==> config.mk <==
export PLATFORM = sky130hd
export DESIGN_NAME = evt_pulse_timer
export DESIGN_NICKNAME = d
export VERILOG_FILES = /design/src/rtl/ptmr_pkg.sv /design/src/rtl/ptmr_sync_edge.sv /design/src/rtl/ptmr_prescale.sv /design/src/rtl/ptmr_regs.sv /design/src/rtl/ptmr_count.sv /design/src/rtl/evt_pulse_timer.sv
export SDC_FILE = /design/constraint.sdc
export NUM_CORES = 1
export LEC_CHECK = 0
export BUFFER_PORTS_ARGS = -buffer_cell sky130_fd_sc_hd__buf_2
export CAP_MARGIN = 30
export CORE_UTILIZATION = 45
export DETAILED_ROUTE_END_ITERATION = 7
export PLACE_DENSITY = 0.64
export RECOVER_POWER = 50
export SLEW_MARGIN = 15
export SYNTH_ARGS = -nofsm -noshare
export SYNTH_HDL_FRONTEND = slang
export SYNTH_HIERARCHICAL = 1
export SYNTH_SLANG_ARGS = --single-unit
==> constraint.sdc <==
create_clock -name clk -period 3.1 [get_ports clk]
set_input_delay 0.155 -clock clk [delete_from_list [all_inputs] [get_ports clk]]
set_output_delay 0.155 -clock clk [all_outputs]
set_load 0.005 [all_outputs]
==> src/rtl/ptmr_pkg.sv <==
package ptmr_pkg;

   typedef enum logic [1:0] {
      MODE_OFF   = 2'b00,
      MODE_EVENT = 2'b01,
      MODE_TIMER = 2'b10,
      MODE_PULSE = 2'b11
   } ptmr_mode_e;

   localparam logic [1:0] ADR_LOW  = 2'd0;
   localparam logic [1:0] ADR_HIGH = 2'd1;
   localparam logic [1:0] ADR_CTRL = 2'd2;
   localparam logic [1:0] ADR_LIVE = 2'd3;

   localparam int CTL_MODE_LSB = 6;
   localparam int CTL_RUN      = 4;
   localparam int CTL_EDGE     = 3;
   localparam int CTL_FLAG     = 0;

endpackage

==> src/rtl/ptmr_sync_edge.sv <==
module ptmr_sync_edge #(
   parameter int STAGES = 2
) (
   input  logic clk,
   input  logic rst_n,
   input  logic pin,
   output logic rise,
   output logic fall
);

   if (STAGES < 2) begin : g_bad_stages
      $error("ptmr_sync_edge: STAGES must be at least 2");
   end

   logic [STAGES-1:0] chain;
   logic              prev;
   logic              level;

   always_ff @(posedge clk or negedge rst_n) begin
      if (!rst_n) begin
         chain <= '0;
         prev  <= 1'b0;
      end else begin
         chain <= {chain[STAGES-2:0], pin};
         prev  <= chain[STAGES-1];
      end
   end

   assign level = chain[STAGES-1];
   assign rise  = level & ~prev;
   assign fall  = ~level & prev;

   // a detected edge lasts exactly one cycle
   assert_rise_single_R5: assert property (@(posedge clk) disable iff (!rst_n)
      rise |=> !rise);
   assert_fall_single_R5: assert property (@(posedge clk) disable iff (!rst_n)
      fall |=> !fall);

endmodule

==> src/rtl/ptmr_prescale.sv <==
module ptmr_prescale #(
   parameter int DIV = 4
) (
   input  logic clk,
   input  logic rst_n,
   input  logic en,
   output logic tick
);

   if (DIV < 2) begin : g_bad_div
      $error("ptmr_prescale: DIV must be at least 2");
   end

   localparam int  PW   = (DIV > 1) ? $clog2(DIV) : 1;
   localparam bit  POW2 = ((DIV & (DIV - 1)) == 0);

   logic [PW-1:0] phase;

   if (POW2) begin : g_pow2
      always_ff @(posedge clk or negedge rst_n) begin
         if (!rst_n)   phase <= '0;
         else if (!en) phase <= '0;
         else          phase <= phase + 1'b1;
      end
      assign tick = en & (&phase);
   end else begin : g_cmp
      localparam logic [PW-1:0] LAST = PW'(DIV - 1);
      always_ff @(posedge clk or negedge rst_n) begin
         if (!rst_n)                     phase <= '0;
         else if (!en || phase == LAST)  phase <= '0;
         else                            phase <= phase + 1'b1;
      end
      assign tick = en & (phase == LAST);
   end

   // ticks are never back to back
   assert_tick_gap_R4: assert property (@(posedge clk) disable iff (!rst_n)
      tick |=> !tick);

endmodule

==> src/rtl/ptmr_regs.sv <==
module ptmr_regs
   import ptmr_pkg::*;
#(
   parameter int DATA_W = 8
) (
   input  logic                  clk,
   input  logic                  rst_n,
   input  logic                  wr_en,
   input  logic                  rd_en,
   input  logic [1:0]            addr,
   input  logic [DATA_W-1:0]     wdata,
   input  logic [2*DATA_W-1:0]   cnt,
   input  logic                  hw_run_clr,
   input  logic                  ovf,
   input  logic                  irq_en,
   output logic [DATA_W-1:0]     rdata,
   output logic [DATA_W-1:0]     lowbuf,
   output logic                  hi_load,
   output logic                  ctrl_wr,
   output ptmr_mode_e            mode,
   output logic                  run,
   output logic                  edge_hi,
   output logic                  irq
);

   if (DATA_W < 8) begin : g_bad_width
      $error("ptmr_regs: DATA_W must be at least 8");
   end

   logic flag;
   logic [7:0] ctrl_view;

   assign hi_load = wr_en && (addr == ADR_HIGH);
   assign ctrl_wr = wr_en && (addr == ADR_CTRL);

   always_ff @(posedge clk or negedge rst_n) begin
      if (!rst_n) begin
         lowbuf  <= '0;
         mode    <= MODE_OFF;
         run     <= 1'b0;
         edge_hi <= 1'b0;
         flag    <= 1'b0;
      end else begin
         if (wr_en && addr == ADR_LOW) lowbuf <= wdata;
         if (ctrl_wr) begin
            mode    <= ptmr_mode_e'(wdata[CTL_MODE_LSB +: 2]);
            run     <= wdata[CTL_RUN];
            edge_hi <= wdata[CTL_EDGE];
         end else if (hw_run_clr) begin
            run <= 1'b0;
         end
         if (ovf)                               flag <= 1'b1;
         else if (ctrl_wr && !wdata[CTL_FLAG])  flag <= 1'b0;
      end
   end

   assign ctrl_view = {mode, 1'b0, run, edge_hi, 2'b00, flag};
   assign irq       = flag & irq_en;

   always_comb begin
      rdata = '0;
      if (rd_en) begin
         unique case (addr)
            ADR_LOW:  rdata = lowbuf;
            ADR_HIGH: rdata = cnt[2*DATA_W-1:DATA_W];
            ADR_CTRL: rdata = DATA_W'(ctrl_view);
            ADR_LIVE: rdata = cnt[DATA_W-1:0];
            default:  rdata = '0;
         endcase
      end
   end

   assert_flag_sticky_R10: assert property (@(posedge clk) disable iff (!rst_n)
      (flag && !(ctrl_wr && !wdata[CTL_FLAG])) |=> flag);
   assert_irq_masked_R10: assert property (@(posedge clk) disable iff (!rst_n)
      !irq_en |-> !irq);
   assert_run_hold_R7: assert property (@(posedge clk) disable iff (!rst_n)
      (run && !ctrl_wr && !hw_run_clr) |=> run);

endmodule

==> src/rtl/ptmr_count.sv <==
module ptmr_count
   import ptmr_pkg::*;
#(
   parameter int CNT_W = 16
) (
   input  logic             clk,
   input  logic             rst_n,
   input  ptmr_mode_e       mode,
   input  logic             run,
   input  logic             edge_hi,
   input  logic             ctrl_wr,
   input  logic             load,
   input  logic [CNT_W-1:0] load_val,
   input  logic             rise,
   input  logic             fall,
   input  logic             tick,
   output logic [CNT_W-1:0] cnt,
   output logic             ovf,
   output logic             run_clr,
   output logic             presc_en,
   output logic             wake
);

   logic [CNT_W-1:0] preload;
   logic             meas;
   logic             act_edge, end_edge, armed, inc, at_top;

   assign act_edge = edge_hi ? rise : fall;
   assign end_edge = edge_hi ? fall : rise;
   assign armed    = run && (mode == MODE_PULSE);

   // one-shot measurement window
   always_ff @(posedge clk or negedge rst_n) begin
      if (!rst_n)                         meas <= 1'b0;
      else if (ctrl_wr)                   meas <= 1'b0;
      else if (meas && end_edge)          meas <= 1'b0;
      else if (armed && !meas && act_edge) meas <= 1'b1;
   end

   assign run_clr  = meas && end_edge;
   assign presc_en = (run && mode == MODE_TIMER) || meas;
   assign inc      = tick || (run && mode == MODE_EVENT && act_edge);
   assign at_top   = &cnt;
   assign ovf      = inc && at_top && !load;

   always_ff @(posedge clk or negedge rst_n) begin
      if (!rst_n) begin
         cnt     <= '0;
         preload <= '0;
         wake    <= 1'b0;
      end else begin
         wake <= ovf;
         if (load) begin
            cnt     <= load_val;
            preload <= load_val;
         end else if (inc) begin
            cnt <= at_top ? preload : cnt + 1'b1;
         end
      end
   end

   assert_load_R3: assert property (@(posedge clk) disable iff (!rst_n)
      load |=> (cnt == $past(load_val)) && (preload == $past(load_val)));
   assert_wrap_R6: assert property (@(posedge clk) disable iff (!rst_n)
      ovf |=> (cnt == $past(preload)) && wake);
   assert_step_R4: assert property (@(posedge clk) disable iff (!rst_n)
      (inc && !load && !at_top) |=> cnt == $past(cnt) + 1'b1);
   assert_hold_R11: assert property (@(posedge clk) disable iff (!rst_n)
      (!inc && !load) |=> $stable(cnt));
   assert_oneshot_R9: assert property (@(posedge clk) disable iff (!rst_n)
      ($fell(meas) && !$past(ctrl_wr)) |-> !run);

endmodule

==> src/rtl/evt_pulse_timer.sv <==
module evt_pulse_timer
   import ptmr_pkg::*;
#(
   parameter int DATA_W      = 8,
   parameter int PRESCALE    = 4,
   parameter int SYNC_STAGES = 2
) (
   input  logic              clk,
   input  logic              rst_n,
   input  logic              wr_en,
   input  logic              rd_en,
   input  logic [1:0]        addr,
   input  logic [DATA_W-1:0] wdata,
   output logic [DATA_W-1:0] rdata,
   input  logic              tmr_pin,
   input  logic              irq_en,
   output logic              irq,
   output logic              wake
);

   localparam int CNT_W = 2 * DATA_W;

   logic [CNT_W-1:0]  cnt;
   logic [DATA_W-1:0] lowbuf;
   logic              hi_load, ctrl_wr, run, edge_hi;
   logic              rise, fall, tick, presc_en, ovf, run_clr;
   ptmr_mode_e        mode;

   ptmr_sync_edge #(.STAGES(SYNC_STAGES)) i_sync (
      .clk(clk), .rst_n(rst_n), .pin(tmr_pin), .rise(rise), .fall(fall));

   ptmr_prescale #(.DIV(PRESCALE)) i_presc (
      .clk(clk), .rst_n(rst_n), .en(presc_en), .tick(tick));

   ptmr_regs #(.DATA_W(DATA_W)) i_regs (
      .clk(clk), .rst_n(rst_n), .wr_en(wr_en), .rd_en(rd_en), .addr(addr),
      .wdata(wdata), .cnt(cnt), .hw_run_clr(run_clr), .ovf(ovf),
      .irq_en(irq_en), .rdata(rdata), .lowbuf(lowbuf), .hi_load(hi_load),
      .ctrl_wr(ctrl_wr), .mode(mode), .run(run), .edge_hi(edge_hi), .irq(irq));

   ptmr_count #(.CNT_W(CNT_W)) i_count (
      .clk(clk), .rst_n(rst_n), .mode(mode), .run(run), .edge_hi(edge_hi),
      .ctrl_wr(ctrl_wr), .load(hi_load), .load_val({wdata, lowbuf}),
      .rise(rise), .fall(fall), .tick(tick), .cnt(cnt), .ovf(ovf),
      .run_clr(run_clr), .presc_en(presc_en), .wake(wake));

   assert_wake_pulse_R6: assert property (@(posedge clk) disable iff (!rst_n)
      wake |=> !wake);

endmodule

==> impl_results.md, run 1 <==
* GR Layer Usage met1 at roughly a third
* Io pins at 26
* Post-synth EDFFs at 0
* Slew Limit Fails at 43
* CP startpoint kind: input pin
* Worst Hold Class: input pin to flip-flop
* Switch share at between 30 and 40%
* Maximum clock frequency at 429.2 MHz
* Mapped Cells at between 200 and 300
* Combinational group share of total power at 23.2%
* Sequential share of the synthesized area at between 40% and 50%
* Fraction of layout cells with a size suffix above 1 at between 20% and 30%
* CTS root buf: clkbuf_8
* Leakage at 1.404 nW
* Avg Inst Size Synth at 10.51 µm²
* CTS tree: yes
* DR pass1 iterations at 4
* Pwr dens at around 600 nW/µm²
* Max clock buf depth at 2
* Vias per cell at 5.890
* Rows at 28
* Failing checks: max-capacitance violations, max-slew violations
* Synthesis Warnings at 6
* Critical path required time at about 3300 ps
* Post-Syn Area at 2859 µm²
* Hold path startpoint: wdata[6]
* Met3 Use GR at just under 4%
* Maximum vdd drop at 0.3228 mV
* Die Width at 81.71 µm
* # setup viols final at 0
* RePlAce Congestion at just under 0.9
* Cells after DPL at 365
* GRT Total Usage at 22.60%
* First-pass GRT wire length at 11170 µm
* Reg2Reg Launch Point: i_count/cnt[0]
* Data arrival, critical path at 2520 ps
* IO buf count at 25
* WL final at between 6000 and 7000 µm
* DRT antenna net count at 0
* Psw at 0.6130 mW
* CTS Sinks at 52
* Synth top area cells: dfrtp_1 (46%), mux2_2 (8.3%), nand2_1 (4.6%), mux2i_1 (4.6%), o21ai_0 (2.6%)
* Clk_lat worst skew at 300 ps
* Largest area contributor in the netlist: dfrtp_1
* Post-Syn Nets at 290
* Die Ht at 81.71 µm
* WHS Endpoint: i_count/cnt[14]
* Setup Buffers After CTS at 0
* CP Max Fanout at 19
* Clk_skew at 8.071 ps
* Sum of net half-perimeters after detailed placement at between 4000 and 5000 µm
* Worst slew margin at -20.81%
* DR WL/cell at roughly 18 µm
* Core ar. at 6026 µm²
* Hold Crit Depth at 3
* Reg-to-reg slack, setup at slightly below 800 ps
* Clock share of power at between 10% and 20%
* Critical Path Sink Type: flip-flop
* R2R Path End: i_count/cnt[7]
* Die area at 6676 µm²
* Period utilization at 75.15%
* Post-route minimum period at 2330 ps
* # nets final at between 300 and 400
* Final Hold Fails at 0
* Synthesis-to-finish area growth at 8.534%
* Drt drc at 0
* RSZ-0062 raised after global routing: no
* R2R depth at 6
* DRT iter0 DRCs at 194
* #FFs+latches synth at 52
* Total internal power at 1.210 mW
* Antenna violations before repair at 0
* Post-synthesis cell type count at 58
* TritonCTS Buffers at 5
* Most used routing layer: met2
* Seq pwr share at 57.0%
* Most used DFF post-synth: dfrtp_1
* Commonest non-fill, non-tap cell in the layout: dfrtp_1
* Vias in the first global route at 2163
* Overall Power at 1.823 mW
* Kind of critical path: input pin to flip-flop
* Ys async rst share at 100.0%
* Max-Cap Viols at 2
* Worst slew pin tran at 1812 ps
* Initial core utilization at between 40% and 50%
* Most frequent cells in the layout: dfrtp_1 (52), nand2_1 (35), buf_2 (22), mux2_2 (21), o21ai_0 (15)
* Layout Cells excl Fill at 374
* Total gr overflow at 0
* Diode count at 0
* H-tree Lvls at 2
* Setup TNS at 0 ps
* Reg clk slew, reported paths at 80 ps
* Vias post-DR at 2203
* Run status: complete, but fails checks
* Largest net degree at the start of global routing at 34
* Post-synth top area share at a little under half
* Met2 Use GR at 35.83%
[cell families after synthesis]
group	Yosys count	share of synthesized area, %
XOR/XNOR	1	0.3064
flip-flops	52	45.51
buffers and inverters	19	3.982
AO/OA/AOI/OAI	61	16.15
adder cells (fa/ha/maj)	2	0.8751
multiplexers	34	12.82
AND/OR/NAND/NOR	103	20.35
[critical path, cell delays in order]
cell and delay, ps:
clkbuf_1 430, nor3b_1 1480, mux2_2 440
[synth_stat cells, types with 2 or more instances]
library cell / count
o31ai_1: 5
or2_1: 2
nor2_1: 13
a21oi_1: 5
dfrtp_1: 52
o21ai_0: 15
nand2_1: 35
o22ai_1: 6
or3_1: 2
nand4_2: 2
nand2b_1: 2
a41oi_1: 2
inv_1: 9
a22o_1: 5
ha_1: 2
nor4_1: 3
a21bo_2: 3
and2_1: 3
mux2_2: 21
clkbuf_1: 3
o211ai_1: 2
mux2i_1: 13
nor3_1: 6
a22oi_1: 2
o211a_1: 4
nand4_1: 5
and3b_1: 2
nand3_1: 8
buf_6: 5
nor2b_1: 5
and3_2: 2
or2_2: 2
[flip-flops by register name, indices dropped and copies added, names as in the netlist]
name / count
i_count/cnt: 16
i_count/preload: 16
i_regs/lowbuf: 8
i_presc/phase: 2
i_regs/mode: 2
i_sync/chain: 2
i_count/meas: 1
i_count/wake: 1
i_regs/edge_hi: 1
i_regs/flag: 1
i_regs/run: 1
i_sync/prev: 1
[timing repair]
action	CTS	global route
hold buffers	2	0
hold endpoints to repair	33	0
gates resized for setup	0	0
[power by group through the flow]
stage / clock network, mW / registers, mW / logic [mW]
2_1_floorplan: 0 / 0.970 / 0.336
3_3_place_gp: 0 / 1.04 / 0.415
3_5_place_dp: 0 / 1.05 / 0.427
4_1_cts: 0.383 / 1.03 / 0.428
5_1_grt: 0.397 / 1.06 / 0.481
6_report: 0.362 / 1.04 / 0.423
[worst max path at each step]
stage / start / end / slack (ps) / cells after the start
finish: addr[0] / i_regs/lowbuf[5] / 770 / 3
global route: addr[0] / i_regs/lowbuf[1] / 590 / 3
CTS: i_count/cnt[0] / i_count/cnt[7] / 810 / 6
detailed placement: i_count/cnt[0] / i_count/cnt[7] / 840 / 6
global placement: i_count/cnt[0] / i_count/cnt[7] / 910 / 6
floorplan: i_count/cnt[0] / i_count/cnt[7] / 1260 / 6
[area by class of cell]
type,count,area (µm²)
tap,75,93.84
clock buffer,6,72.57
clock inverter,1,5.005
multi-input combinational,201,1433
timing repair buffer,30,163.9
inverter,9,33.78
sequential,52,1301
fill,588,2923
[metal layers]
layer	part of all wire, %	up-vias
li1	-	1049
met2	48	43
met4	1.2	0
met3	3.2	8
met5	0	-
met1	47	1103
[stage by stage]
| stage | hold WS (ps) | utilization (%) | instance area, µm² | setup slack, ps |
|---|---|---|---|---|
| after detailed placement | 267.6 | 50.12 | 3020 | 835.3 |
| after global routing | 99.15 | 51.50 | 3103 | 587.4 |
| after CTS | 89.75 | 51.74 | 3118 | 811.8 |
| final | 100.8 | 51.50 | 3103 | 770.3 |
| after floorplan | -140.6 | - | 2859 | 1259 |
| after global placement | 258.7 | 50.12 | 3020 | 913.6 |
Note: power is estimated with default switching activity, not from simulation.
==> run 2, diff against run 1 <==
--- a/config.mk
+++ b/config.mk
@@ -5,6 +5,7 @@
 export SDC_FILE = /design/constraint.sdc
 export NUM_CORES = 1
 export LEC_CHECK = 0
+export ABC_AREA = 1
 export BUFFER_PORTS_ARGS = -buffer_cell sky130_fd_sc_hd__buf_2
 export CAP_MARGIN = 30
 export CORE_UTILIZATION = 45
==> constraint.sdc (replaced) <==
create_clock -name clk -period 2.4 [get_ports clk]
set_input_delay 0.12 -clock clk [delete_from_list [all_inputs] [get_ports clk]]
set_output_delay 0.12 -clock clk [all_outputs]
set_load 0.005 [all_outputs]
==> run 2 against run 1 <==
  * The flow now finishes without violations
  * Power increased by 53%
  * Core utilization down 1.2 points
  * Count of clock-buffer cells in the layout did not move
  * Clock power grew 72%
  * Critical endpoint is now i_count/cnt[11]
  * Largest cell class unchanged
  * Largest power group unchanged
==> impl_results.md, run 2 <==
* Run status: finished, final reports clean
* Max-Cap Viols at 0
* Max clock buf depth at 2
* Final worst setup slack at between 400 and 500 ps
* CP Buf/Inv Count at 0
* Leakage at 1.910 nW
* Diode count at 0
* DRT iter0 DRCs at 259
* CTS tree: yes
* Clk_lat worst skew at 310 ps
* Antenna violations before repair at 0
* Critical path cell sequence: ha_1 -> nand3_2 -> nor2_4 -> nand2_4 -> nor2_8 -> nand2_4 -> nand2_1 -> nand2_1 -> nand2_1 -> nand2_1 -> nand2_1
* Worst Hold Class: input pin to flip-flop
* Slew Limit Fails at 0
* Rows at 30
* Ys async rst share at 100.0%
* Worst slew margin at a little under a third
* DR WL/cell at 15.40 µm
* Clk_skew at 17.66 ps
* IO buf count at 25
* Die Ht at 85.51 µm
* Synth top area cells: dfrtp_1 (41%), nand2_1 (19%), nand3_1 (7.8%), inv_1 (5.5%), nor2_1 (5.4%)
* Maximum clock frequency at 514.3 MHz
* RSZ-0062 raised after global routing: no
* Reg2Reg Launch Point: i_count/cnt[0]
* Drt drc at 0
* Setup TNS at 0 ps
* Largest area contributor in the netlist: dfrtp_1
* WL final at around 8500 µm
* Vias per cell at around 5.3
* Total gr overflow at 0
* CTS root buf: clkbuf_8
* Sequential share of the synthesized area at around two fifths
* #FFs+latches synth at 52
* Post-Syn Nets at 461
* CP peak stage delay at 480 ps
* Vias in the first global route at ~2800
* Core ar. at between 6000 and 7000 µm²
* Period utilization at 81.02%
* Critical path required time at 2650 ps
* Die area at 7311 µm²
* Critical Path Slowest Stage Cell: dfrtp_1
* Largest net degree at the start of global routing at 34
* Synthesis-to-finish area growth at 8.293%
* Worst slack at placement at 523.0 ps
* Most frequent cells in the layout: nand2_1 (162), dfrtp_1 (52), nand3_1 (50), inv_1 (46), nor2_1 (46)
* Post-route minimum period at a little under 2000 ps
* Util after Layout at 50.30%
* CP startpoint kind: flip-flop
* Largest registers: i_count/cnt (16), i_count/preload (16), i_regs/lowbuf (8)
* Post-synthesis cell type count at 36
* Synthesis Warnings at 6
* Vias post-DR at 2919
* Avg Inst Size Synth at 7.084 µm²
* Commonest non-fill, non-tap cell in the layout: nand2_1
* Reg clk slew, reported paths at 110 ps
* Design area at roughly 3400 µm²
* Io pins at 26
* Initial core utilization at ~46%
* Post-Syn Area at about 3100 µm²
* CP Max Fanout at 9
* Pwr dens at roughly 800 nW/µm²
* First-pass GRT wire length at 14180 µm
* # nets final at 489
* Crit path from: i_count/cnt[0]
* Post-synth top area share at 41.47%
* Placed cell area at 3308 µm²
* Hold path startpoint: wdata[1]
* Data arrival, critical path at ~2200 ps
* Critical Path Sink Type: flip-flop
* Die Width at 85.51 µm
* Synth cell count leaders: nand2_1 (161), dfrtp_1 (52), nand3_1 (49)
* Fraction of layout cells with a size suffix above 1 at between 10% and 20%
* DR pass1 iterations at 5
* Worst slew pin tran at 1024 ps
* Post-CTS sizing at 0
* RePlAce Congestion at 0.9081
* # setup viols final at 0
* TritonCTS Buffers at 5
* Post-synth EDFFs at 0
* DRT antenna net count at 0
* Top delay family on crit path: simple AND/OR/NAND/NOR gates
* H-tree Lvls at 2
* CP most frequent cell: nand2_1
* Most used DFF post-synth: dfrtp_1
* Mapped Cells at between 400 and 500
* GRT Total Usage at approximately a quarter
* Final Hold Fails at 0
* Sum of net half-perimeters after detailed placement at 6271 µm
* CTS Sinks at 52
* Kind of critical path: flip-flop to flip-flop
* Maximum vdd drop at between 0.3 and 0.4 mV
* Most common cell in the netlist: nand2_1
* Overall Power at ~2.8 mW
run 2: cell types whose count changed after synthesis, moves of 7 or more:
cell     delta
nor2_1     +32
nand4_1     +7
nand2_1   +126
mux2_2     -21
inv_1      +37
nand3_1    +41
mux2i_1    -13
run 2: cell families (layout without fill, tap and decap cells):
kind of cell / after synthesis / after routing / share of synthesized area (%)
and+or+nand+nor: 293 / 293 / 41.63
DFF: 52 / 52 / 41.47
AOI/OAI and AO/OA: 29 / 29 / 5.543
buffers and inverters: 63 / 92 / 9.449
adders and majority gates: 2 / 2 / 0.7973
xor gates and xnor gates: 4 / 4 / 1.116
run 2: final timing paths:
kind	to	slack, ps	cells past startpoint
worst max register to register	i_count/cnt[11]	460	11
min in group asynchronous	i_count/meas	490	2
max in group asynchronous	i_count/cnt[12]	710	3
worst min-delay path	i_regs/lowbuf[1]	60	3
worst max-delay path	i_count/cnt[11]	460	11
worst min register to register	i_sync/chain[1]	360	0
run 2: where the power goes:
group / switching (mW) / internal [mW]
Combinational: 0.513 / 0.316
Sequential: 0.276 / 1.07
Clock: 0.305 / 0.316
run 2: cell type report:
class                           count  area, µm²
Tap cell                           80      100.1
Fill cell                         686       3358
Multi-Input combinational cell    328       1514
Timing Repair Buffer               34      182.7
Clock buffer                        6      72.57
Clock inverter                      2      38.79
Sequential cell                    52       1301
Inverter                           50      188.9
run 2: worst reg2reg max path, cell delays in order (launching register included):
cell     delay, ps
dfrtp_1        480
ha_1           280
nand3_2        140
nor2_4         230
nand2_4        120
nor2_8         180
nand2_4        130
nand2_1         90
nand2_1         80
nand2_1         60
nand2_1         40
nand2_1         60
run 2: through the flow:
| stage | instances | hold WS, ps |
|---|---|---|
| finish | 552 | 62.17 |
| global placement | 542 | 77.73 |
| CTS | 552 | 61.46 |
| floorplan | 443 | -175.6 |
| global route | 552 | 85.48 |
| detailed placement | 542 | 87.18 |
run 2: per-layer routing:
layer | share of wire, % | vias up | global-route usage, %
met1 | 46 | 1342 | 34.92
met4 | 1.5 | 0 | 6.667
met2 | 45 | 109 | 41.38
li1 | - | 1456 | -
met5 | 0 | - | 0
met3 | 6.9 | 12 | 3.657
run 2: timing repair:
item | in CTS | in global routing
hold buffers | 2 | 0
hold endpoints to repair | 18 | 0
endpoints found under the setup margin | 0 | 0
buffers inserted | 0 | 0
